--- src/rtl/bl_guard_pkg.sv ---
`timescale 1ns/1ps
package bl_guard_pkg;
  localparam logic [15:0] CTRL_ADDR = 16'hFFFF;
  localparam int          EN_POS    = 7;
  localparam int          CODE_LO   = 2;
  localparam logic [7:0]  LIVE_MASK = 8'h8C;

  typedef struct packed {
    logic       en;
    logic [1:0] code;
  } ctrl_t;

  function automatic ctrl_t ctrl_from_byte(input logic [7:0] b);
    ctrl_t c;
    c.en   = b[EN_POS];
    c.code = b[CODE_LO +: 2];
    return c;
  endfunction

  function automatic logic [7:0] ctrl_to_byte(input ctrl_t c);
    logic [7:0] b;
    b = '0;
    b[EN_POS]       = c.en;
    b[CODE_LO +: 2] = c.code;
    return b;
  endfunction

  // Lowest protected array address for a range code; size means none.
  function automatic logic [16:0] lock_floor(input logic [1:0] code, input int size);
    int f;
    case (code)
      2'b00:   f = size;
      2'b01:   f = size - (size >> 2);
      2'b10:   f = size >> 1;
      default: f = 0;
    endcase
    return 17'(f);
  endfunction
endpackage

--- src/rtl/bl_range_check.sv ---
`timescale 1ns/1ps
module bl_range_check
  import bl_guard_pkg::*;
#(
  parameter int ARRAY_KBIT = 16
) (
  input  logic [15:0] addr,
  input  ctrl_t       ctrl,
  input  logic        hw_lock,
  output logic        permit
);
  localparam int SIZE = ARRAY_KBIT * 128;
  localparam int AW   = $clog2(SIZE);

  logic [16:0] floor_tab [4];
  logic [16:0] floor_sel;
  logic        in_array;
  logic        is_ctrl;

  generate
    for (genvar g = 0; g < 4; g++) begin : g_floor
      assign floor_tab[g] = lock_floor(2'(g), SIZE);
    end
  endgenerate

  assign floor_sel = floor_tab[ctrl.code];
  assign in_array  = (addr[15:AW] == '0);
  assign is_ctrl   = (addr == CTRL_ADDR);

  always_comb begin
    if (is_ctrl) permit = !hw_lock;
    else         permit = in_array && ({1'b0, addr} < floor_sel);
  end
endmodule

--- src/rtl/bl_prog_timer.sv ---
`timescale 1ns/1ps
module bl_prog_timer #(
  parameter int PROG_CYCLES = 4
) (
  input  logic clk,
  input  logic rst_n,
  input  logic start,
  output logic busy,
  output logic done
);
  localparam int CW = $clog2(PROG_CYCLES + 1);

  logic [CW-1:0] rem_q;

  always_ff @(posedge clk) begin
    if (!rst_n)            rem_q <= '0;
    else if (start)        rem_q <= CW'(PROG_CYCLES);
    else if (rem_q != '0)  rem_q <= rem_q - 1'b1;
  end

  assign busy = (rem_q != '0);
  assign done = (rem_q == CW'(1));
endmodule

--- src/rtl/bl_cfg_stage.sv ---
`timescale 1ns/1ps
module bl_cfg_stage
  import bl_guard_pkg::*;
(
  input  logic       clk,
  input  logic       rst_n,
  input  logic       seq_begin,
  input  logic       byte_load,
  input  logic [7:0] byte_in,
  input  logic       commit,
  input  logic       busy,
  input  logic       hw_lock,
  output ctrl_t      staged,
  output logic       commit_ok,
  output logic       commit_bad,
  output logic       viol
);
  logic  have_q;
  logic  abort_q;
  ctrl_t byte_q;
  logic  active;

  assign active     = !seq_begin && !busy;
  assign viol       = active && byte_load && have_q;
  assign commit_ok  = active && commit && have_q && !abort_q && !hw_lock;
  assign commit_bad = active && commit && !commit_ok;
  assign staged     = byte_q;

  always_ff @(posedge clk) begin
    if (!rst_n) begin
      have_q  <= 1'b0;
      abort_q <= 1'b0;
      byte_q  <= '0;
    end else if (seq_begin || (active && commit)) begin
      have_q  <= 1'b0;
      abort_q <= 1'b0;
    end else if (active) begin
      if (byte_load) begin
        if (!have_q) begin
          have_q <= 1'b1;
          byte_q <= ctrl_from_byte(byte_in);
        end else begin
          abort_q <= 1'b1;
        end
      end
      if (hw_lock && have_q) abort_q <= 1'b1;
    end
  end
endmodule

--- src/rtl/bl_guard_unit.sv ---
`timescale 1ns/1ps
module bl_guard_unit
  import bl_guard_pkg::*;
#(
  parameter int         ARRAY_KBIT  = 16,
  parameter logic [7:0] CTRL_RESET  = 8'h00,
  parameter int         PROG_CYCLES = 4
) (
  input  logic        clk,
  input  logic        rst_n,
  input  logic        guard_n,
  input  logic [15:0] chk_addr,
  input  logic        cfg_begin,
  input  logic        cfg_load,
  input  logic [7:0]  cfg_data,
  input  logic        cfg_commit,
  output logic        permit,
  output logic [7:0]  rd_data,
  output logic        wel_clear
);
  ctrl_t ctrl_q;
  ctrl_t pend_q;
  ctrl_t staged;
  logic  hw_lock;
  logic  commit_ok;
  logic  commit_bad;
  logic  viol_evt;
  logic  prog_busy;
  logic  prog_done;

  assign hw_lock = !guard_n && ctrl_q.en;

  bl_cfg_stage u_stage (
    .clk        (clk),
    .rst_n      (rst_n),
    .seq_begin  (cfg_begin),
    .byte_load  (cfg_load),
    .byte_in    (cfg_data),
    .commit     (cfg_commit),
    .busy       (prog_busy),
    .hw_lock    (hw_lock),
    .staged     (staged),
    .commit_ok  (commit_ok),
    .commit_bad (commit_bad),
    .viol       (viol_evt)
  );

  bl_prog_timer #(.PROG_CYCLES(PROG_CYCLES)) u_timer (
    .clk   (clk),
    .rst_n (rst_n),
    .start (commit_ok),
    .busy  (prog_busy),
    .done  (prog_done)
  );

  bl_range_check #(.ARRAY_KBIT(ARRAY_KBIT)) u_range (
    .addr    (chk_addr),
    .ctrl    (ctrl_q),
    .hw_lock (hw_lock),
    .permit  (permit)
  );

  always_ff @(posedge clk) begin
    if (!rst_n) begin
      ctrl_q <= ctrl_from_byte(CTRL_RESET);
      pend_q <= ctrl_from_byte(CTRL_RESET);
    end else begin
      if (commit_ok) pend_q <= staged;
      if (prog_done) ctrl_q <= pend_q;
    end
  end

  assign rd_data   = ctrl_to_byte(ctrl_q);
  assign wel_clear = hw_lock || viol_evt || commit_bad || prog_done;
endmodule

--- config.mk ---
export PLATFORM = sky130hd
export DESIGN_NAME = bl_guard_unit
export DESIGN_NICKNAME = d
export VERILOG_FILES = /design/src/rtl/bl_guard_pkg.sv /design/src/rtl/bl_range_check.sv /design/src/rtl/bl_prog_timer.sv /design/src/rtl/bl_cfg_stage.sv /design/src/rtl/bl_guard_unit.sv
export SDC_FILE = /design/constraint.sdc
export NUM_CORES = 1
export LEC_CHECK = 0
export BUFFER_PORTS_ARGS = -buffer_cell sky130_fd_sc_hd__buf_2
export CORE_ASPECT_RATIO = 1.25
export CORE_MARGIN = 5
export CORE_UTILIZATION = 40
export CTS_CLUSTER_DIAMETER = 50
export DETAILED_ROUTE_END_ITERATION = 7
export GPL_ROUTABILITY_DRIVEN = 0
export PLACE_DENSITY = 0.83
export SETUP_SLACK_MARGIN = 0.1
export SKIP_CTS_REPAIR_TIMING = 1
export SLEW_MARGIN = 5
export SYNTH_ARGS = -nofsm -noshare
export SYNTH_HDL_FRONTEND = slang
export SYNTH_SLANG_ARGS = --single-unit
--- constraint.sdc ---
create_clock -name clk -period 1.5 [get_ports clk]
set_input_delay 0.3 -clock clk [delete_from_list [all_inputs] [get_ports clk]]
set_output_delay 0.3 -clock clk [all_outputs]
set_load 0.01 [all_outputs]
* Yosys cells after proc, flatten, opt, wreduce, memory -nomap -nowiden
Cells that the tools add are included.
** Word-level totals
- Bits in latches :: 0
- Bits in writable memories :: 0
- Input port bits :: 30
- Output and inout port bits :: 10
- Memories kept :: 0
- Word-level logic and storage cells :: 59
- Bits in registers :: 14
- Memory bits (read-only) :: 0
** Operators by class
- $lt $le $gt $ge :: 2
- Bitwise operators :: 4
- Equal/unequal tests :: 2
- Multiplexer cells :: 9
- $mul :: 0
- Add/sub/neg operators :: 1
- Shift operators :: 0
- Reduce and logical (&&, ||, !) cells :: 31
- Divide/modulo/power cells :: 0
** Operators by type and width (number)
- $bmux W17 S2 :: 1
- $mux W17 :: 2
- $lt A16 B17 Y1 :: 1
- $eq A16 B16 Y1 const B :: 1
- $logic_and A1 B1 Y1 :: 11
- $logic_not A1 Y1 :: 6
- $mux W3 :: 2
- $reduce_bool A2 Y1 :: 3
- $logic_not A5 Y1 :: 1
- $logic_or A1 B1 Y1 :: 4
- $mux W1 :: 4
- $reduce_and A4 Y1 :: 1
- $reduce_or A2 Y1 :: 2
- $eq A3 B1 Y1 const B :: 1
- $ge A3 B3 Y1 const B :: 1
- $not A1 Y1 :: 3
- $not A2 Y3 :: 1
- $reduce_and A3 Y1 :: 1
- $reduce_bool A3 Y1 :: 1
- $sub A3 B1 Y3 const B :: 1
- $reduce_and A2 Y1 :: 1

* Logic depth before layout (Yosys ltp)
- Word-level depth :: 11
- Mapped depth :: 7
- Depth with buffers taken out :: 7

* By module
A second synthesis with hierarchy kept.
** Second synthesis, totals
- Cell total of the unflattened synthesis :: 95
- Area total of the unflattened synthesis :: 854.6 um2
** Modules (own cells, without submodules)
- bl_guard_unit :: times used 1, cells each 26, seq. area each 120.1 um2, area each 272.8 um2
- bl_cfg_stage :: times used 1, cells each 31, seq. area each 100.1 um2, area each 252.7 um2
- bl_prog_timer :: times used 1, cells each 19, seq. area each 60.1 um2, area each 185.2 um2
- bl_range_check :: times used 1, cells each 19, seq. area each 0.0 um2, area each 143.9 um2

* Worst setup path before layout
No wires, ideal clock.
- Path kind :: flip-flop to output port
- Start :: register ctrl_q (netlist bit rd_data[3])
- End :: output port permit
- Path buffers :: 0
- Data arrival time :: 1513 ps
- Stages on the path, launching flop included :: 7
- Required time :: 1200 ps
- Path slack :: -313 ps
- Path through :: dfxtp_1 -> inv_1 -> ha_1 -> inv_1 -> ha_1 -> or4_4 -> o41ai_2
** Between the ends
- Cells in the longest elaborated chain, start to end :: 7
** Ends and longest elaborated chain
- start, declared :: RTL line bl_guard_unit.sv:21 : ctrl_t ctrl_q;
- start signal, assigned :: RTL line bl_guard_unit.sv:65 : ctrl_q <= ctrl_from_byte(CTRL_RESET);
- start signal, assigned :: RTL line bl_guard_unit.sv:69 : if (prog_done) ctrl_q <= pend_q;
- $not A2 Y3 (not written as such) :: RTL line bl_range_check.sv:26 : assign floor_sel = floor_tab[ctrl.code];
- $bmux W17 S2 :: RTL line bl_range_check.sv:26
- $mux W17 (not written as such) (2 in series) :: RTL line bl_range_check.sv:26
- $lt A16 B17 Y1 :: RTL line bl_range_check.sv:32 : else permit = in_array && ({1'b0, addr} < floor_sel);
- $logic_and A1 B1 Y1 :: RTL line bl_range_check.sv:32
- $mux W1 :: RTL line bl_range_check.sv:31 : if (is_ctrl) permit = !hw_lock;
- end, declared :: RTL line bl_guard_unit.sv:17 : output logic permit,
Every way passes these cells. The select of a mux whose other input is x is not followed.

* Worst setup path in the final report
Ends and elaborated chain as after synthesis.

==> flow_metrics.py <==
metrics = {
    "min_path": {
        "hold_depth": 3,
        "min_to": "u_stage.staged[0]",
        "hold_start": "cfg_data[2]",
        "min_path_type": "in2reg",
    },
    "global_route": {
        "antenna_found_initial": 0,
        "grt_overflow_total": 0,
        "grt_max_degree": 18,
        "grt_pass1_vias": 772,
        "grt_usage_pct": 12.49,
        "grt_pass1_wl_um": 3015,
    },
    "yosys": {
        "yosys.area.top_type_share_pct": 33.33,
        "synth_area_leaders": "dfxtp_1, ha_1, mux2i_1, nor2b_1, buf_4",
        "synth.most_common_cell": "dfxtp_1",
        "synth_ff_type": "dfxtp_1",
        "ys_top_cells_by_count": "dfxtp_1, nand2_1, nor2b_1",
        "ys_seq_area_share_pct": 33.33,
        "synth-edff-count": 0,
        "synthesis.area_um2": 840.8,
        "synth-seq-cells": 14,
        "postSynth.asyncResetShare_pct": 0,
        "yosysTopAreaCell": "dfxtp_1",
        "yosys_warnings": 0,
        "avgSynthCellArea_um2": 8.493,
        "ys_types": 30,
        "synthCells": 99,
    },
    "cts": {
        "htreeDepth": 1,
        "cts_sinks": 14,
        "root_buffer": "clkbuf_4",
        "cts_tree": "done",
        "clkLatencyLatePin_ns": 0.27,
        "clkSlewWorstSetupHoldPaths_ns": 0.08,
        "cts_made_buffers": 3,
        "clock_path_buffers": 2,
    },
    "worst_setup_path": {
        "cp.required_ns": 1.20,
        "end_kind": "output pin",
        "r2r_slack_ns": 0.10,
        "r2r_end": "pend_q[0]",
        "crit_type": "reg2out",
        "start_kind": "flip-flop",
        "r2r.worst_path.cells": 7,
        "cp_max_fo": 2,
        "cp-startpoint": "rd_data[3]",
        "arrival_ns": 1.89,
        "r2r_start": "u_timer.rem_q[0]",
    },
    "final_layout": {
        "seq_area_um2": 284.0,
        "nFillCells": 191,
        "nNetsFinal": 178,
        "diodes": 0,
        "multi_input_area_um2": 546.8,
        "drive_above_1_share_pct": 41.43,
        "syn_to_final_growth_pct": 38.39,
    },
    "timing": {
        "setup_viol": 2,
        "rsz0062_at_grt": "true",
        "period_minus_slack_ns": 2.188,
        "min_period_over_period_pct": 145.9,
        "finalWorstSetupSlack_ns": -0.6879,
        "hold_ws_ns": 0.2873,
        "max_freq_mhz": 457.1,
        "drv_slew": 0,
        "hold_viol": 0,
        "skew_ns": 0.001372,
    },
    "floorplanning": {
        "die_width_um": 51.01,
        "rows": 18,
        "initial_core_util_pct": 41.95,
        "top_level_ports": 40,
        "die_h_um": 61.26,
        "die_area_um2": 3125,
        "core-area_um2": 2004,
    },
    "power_and_ir_drop": {
        "power.leakage_uw": 0.0005824,
        "max-vdd-ir-drop_mv": 0.8307,
        "power.density_nw_per_um2": 1289,
        "power_uw": 1500,
    },
    "place": {
        "dp_hpwl_um": 1554,
        "portBuffers": 29,
    },
    "drt": {
        "wl_per_cell_um": 11.34,
        "routed_via_density": 5.006,
        "dr_total_vias": 801,
        "drt_first_pass_iters": 4,
        "wirelength_um": 1815,
        "ant_nets": 0,
        "drt_iter0_drc": 12,
        "drc_errors": 0,
    },
    "run": {
        "maxCapViolations": 0,
    },
    "outcome": {
        "violations": "negative setup slack",
        "status": "finished, violations left",
    },
}
==> metrics by stage <==
stage	area, um2	setup TNS, ns	setup slack [ns]	utilization, %	std cells
after CTS	1140	-1.548	-0.7090	56.87	159
after global routing	1164	-1.225	-0.7810	58.05	160
after global placement	1104	-0.4364	-0.3422	55.06	155
after detailed placement	1104	-0.8461	-0.3915	55.06	155
final	1164	-0.9188	-0.6879	58.05	160
after floorplan	903.4	-0.2853	-0.2853	-	103
==> kinds of logic after synthesis <==
family	synth area share, %
adders and majority gates	10.42
AOI/OAI and AO/OA	10.57
buffers and inverters	9.524
other	0.4460
and+or+nand+nor	28.57
muxes	7.143
DFF	33.33
==> worst max-delay path by stage <==
stage | depth (start not counted) | end | slack, ns
6_report | 7 | permit | -0.69
4_1_cts | 7 | permit | -0.71
3_5_place_dp | 7 | permit | -0.39
2_1_floorplan | 6 | permit | -0.29
5_1_grt | 7 | permit | -0.78
3_3_place_gp | 7 | permit | -0.34
==> power breakdown <==
group	leakage, uW	switching, uW	total (uW)	internal [uW]
sequential	0.000115	42.8	468	425
combinational	0.000447	346	765	419
clock	0.0000210	118	266	148
==> flip-flops by register name, indices dropped and copies added, names as in the netlist <==
| name | count |
|---|---|
| u_timer.rem_q | 3 |
| u_stage.staged | 3 |
| pend_q | 3 |
| u_stage.have_q | 1 |
| u_stage.abort_q | 1 |
| rd_data | 3 |
==> cell usage in the layout (no fill, tap or decap), drive strengths merged, types with 3 or more instances in the layout <==
cell / count
nand2: 9
o21ai: 3
inv: 8
buf: 41
nand2b: 5
mux2i: 6
nor2: 3
nand4: 4
conb: 5
nand3: 4
dfxtp: 14
nor2b: 9
clkbuf: 4
ha: 7
a21oi: 4
==> layout make-up <==
cell class | instances | share of cell area, %
multi-input combinational | 73 | 46.99
sequential | 14 | 24.41
timing repair buffer | 41 | 20.54
clock buffer | 4 | 3.118
inverter | 8 | 2.796
tap | 20 | 2.151
==> metal layers <==
metal / routed length (um) / vias up / part of all wire (%) / GRT usage [%]
li1: - / 414 / - / -
met1: 699 / 352 / 39 / 12.41
met2: 935 / 33 / 52 / 25.41
met3: 163 / 2 / 9.0 / 2.421
met4: 17 / 0 / 0.94 / 4.615
met5: 0 / - / 0 / 0
==> critical path: stages, from the launching register on <==
cell     delay [ns]
dfxtp_2        0.32
inv_1          0.07
ha_1           0.14
inv_1          0.04
ha_1           0.16
or4_4          0.43
o41ai_4        0.28
buf_2          0.18
(Power assumes the default switching activity.)
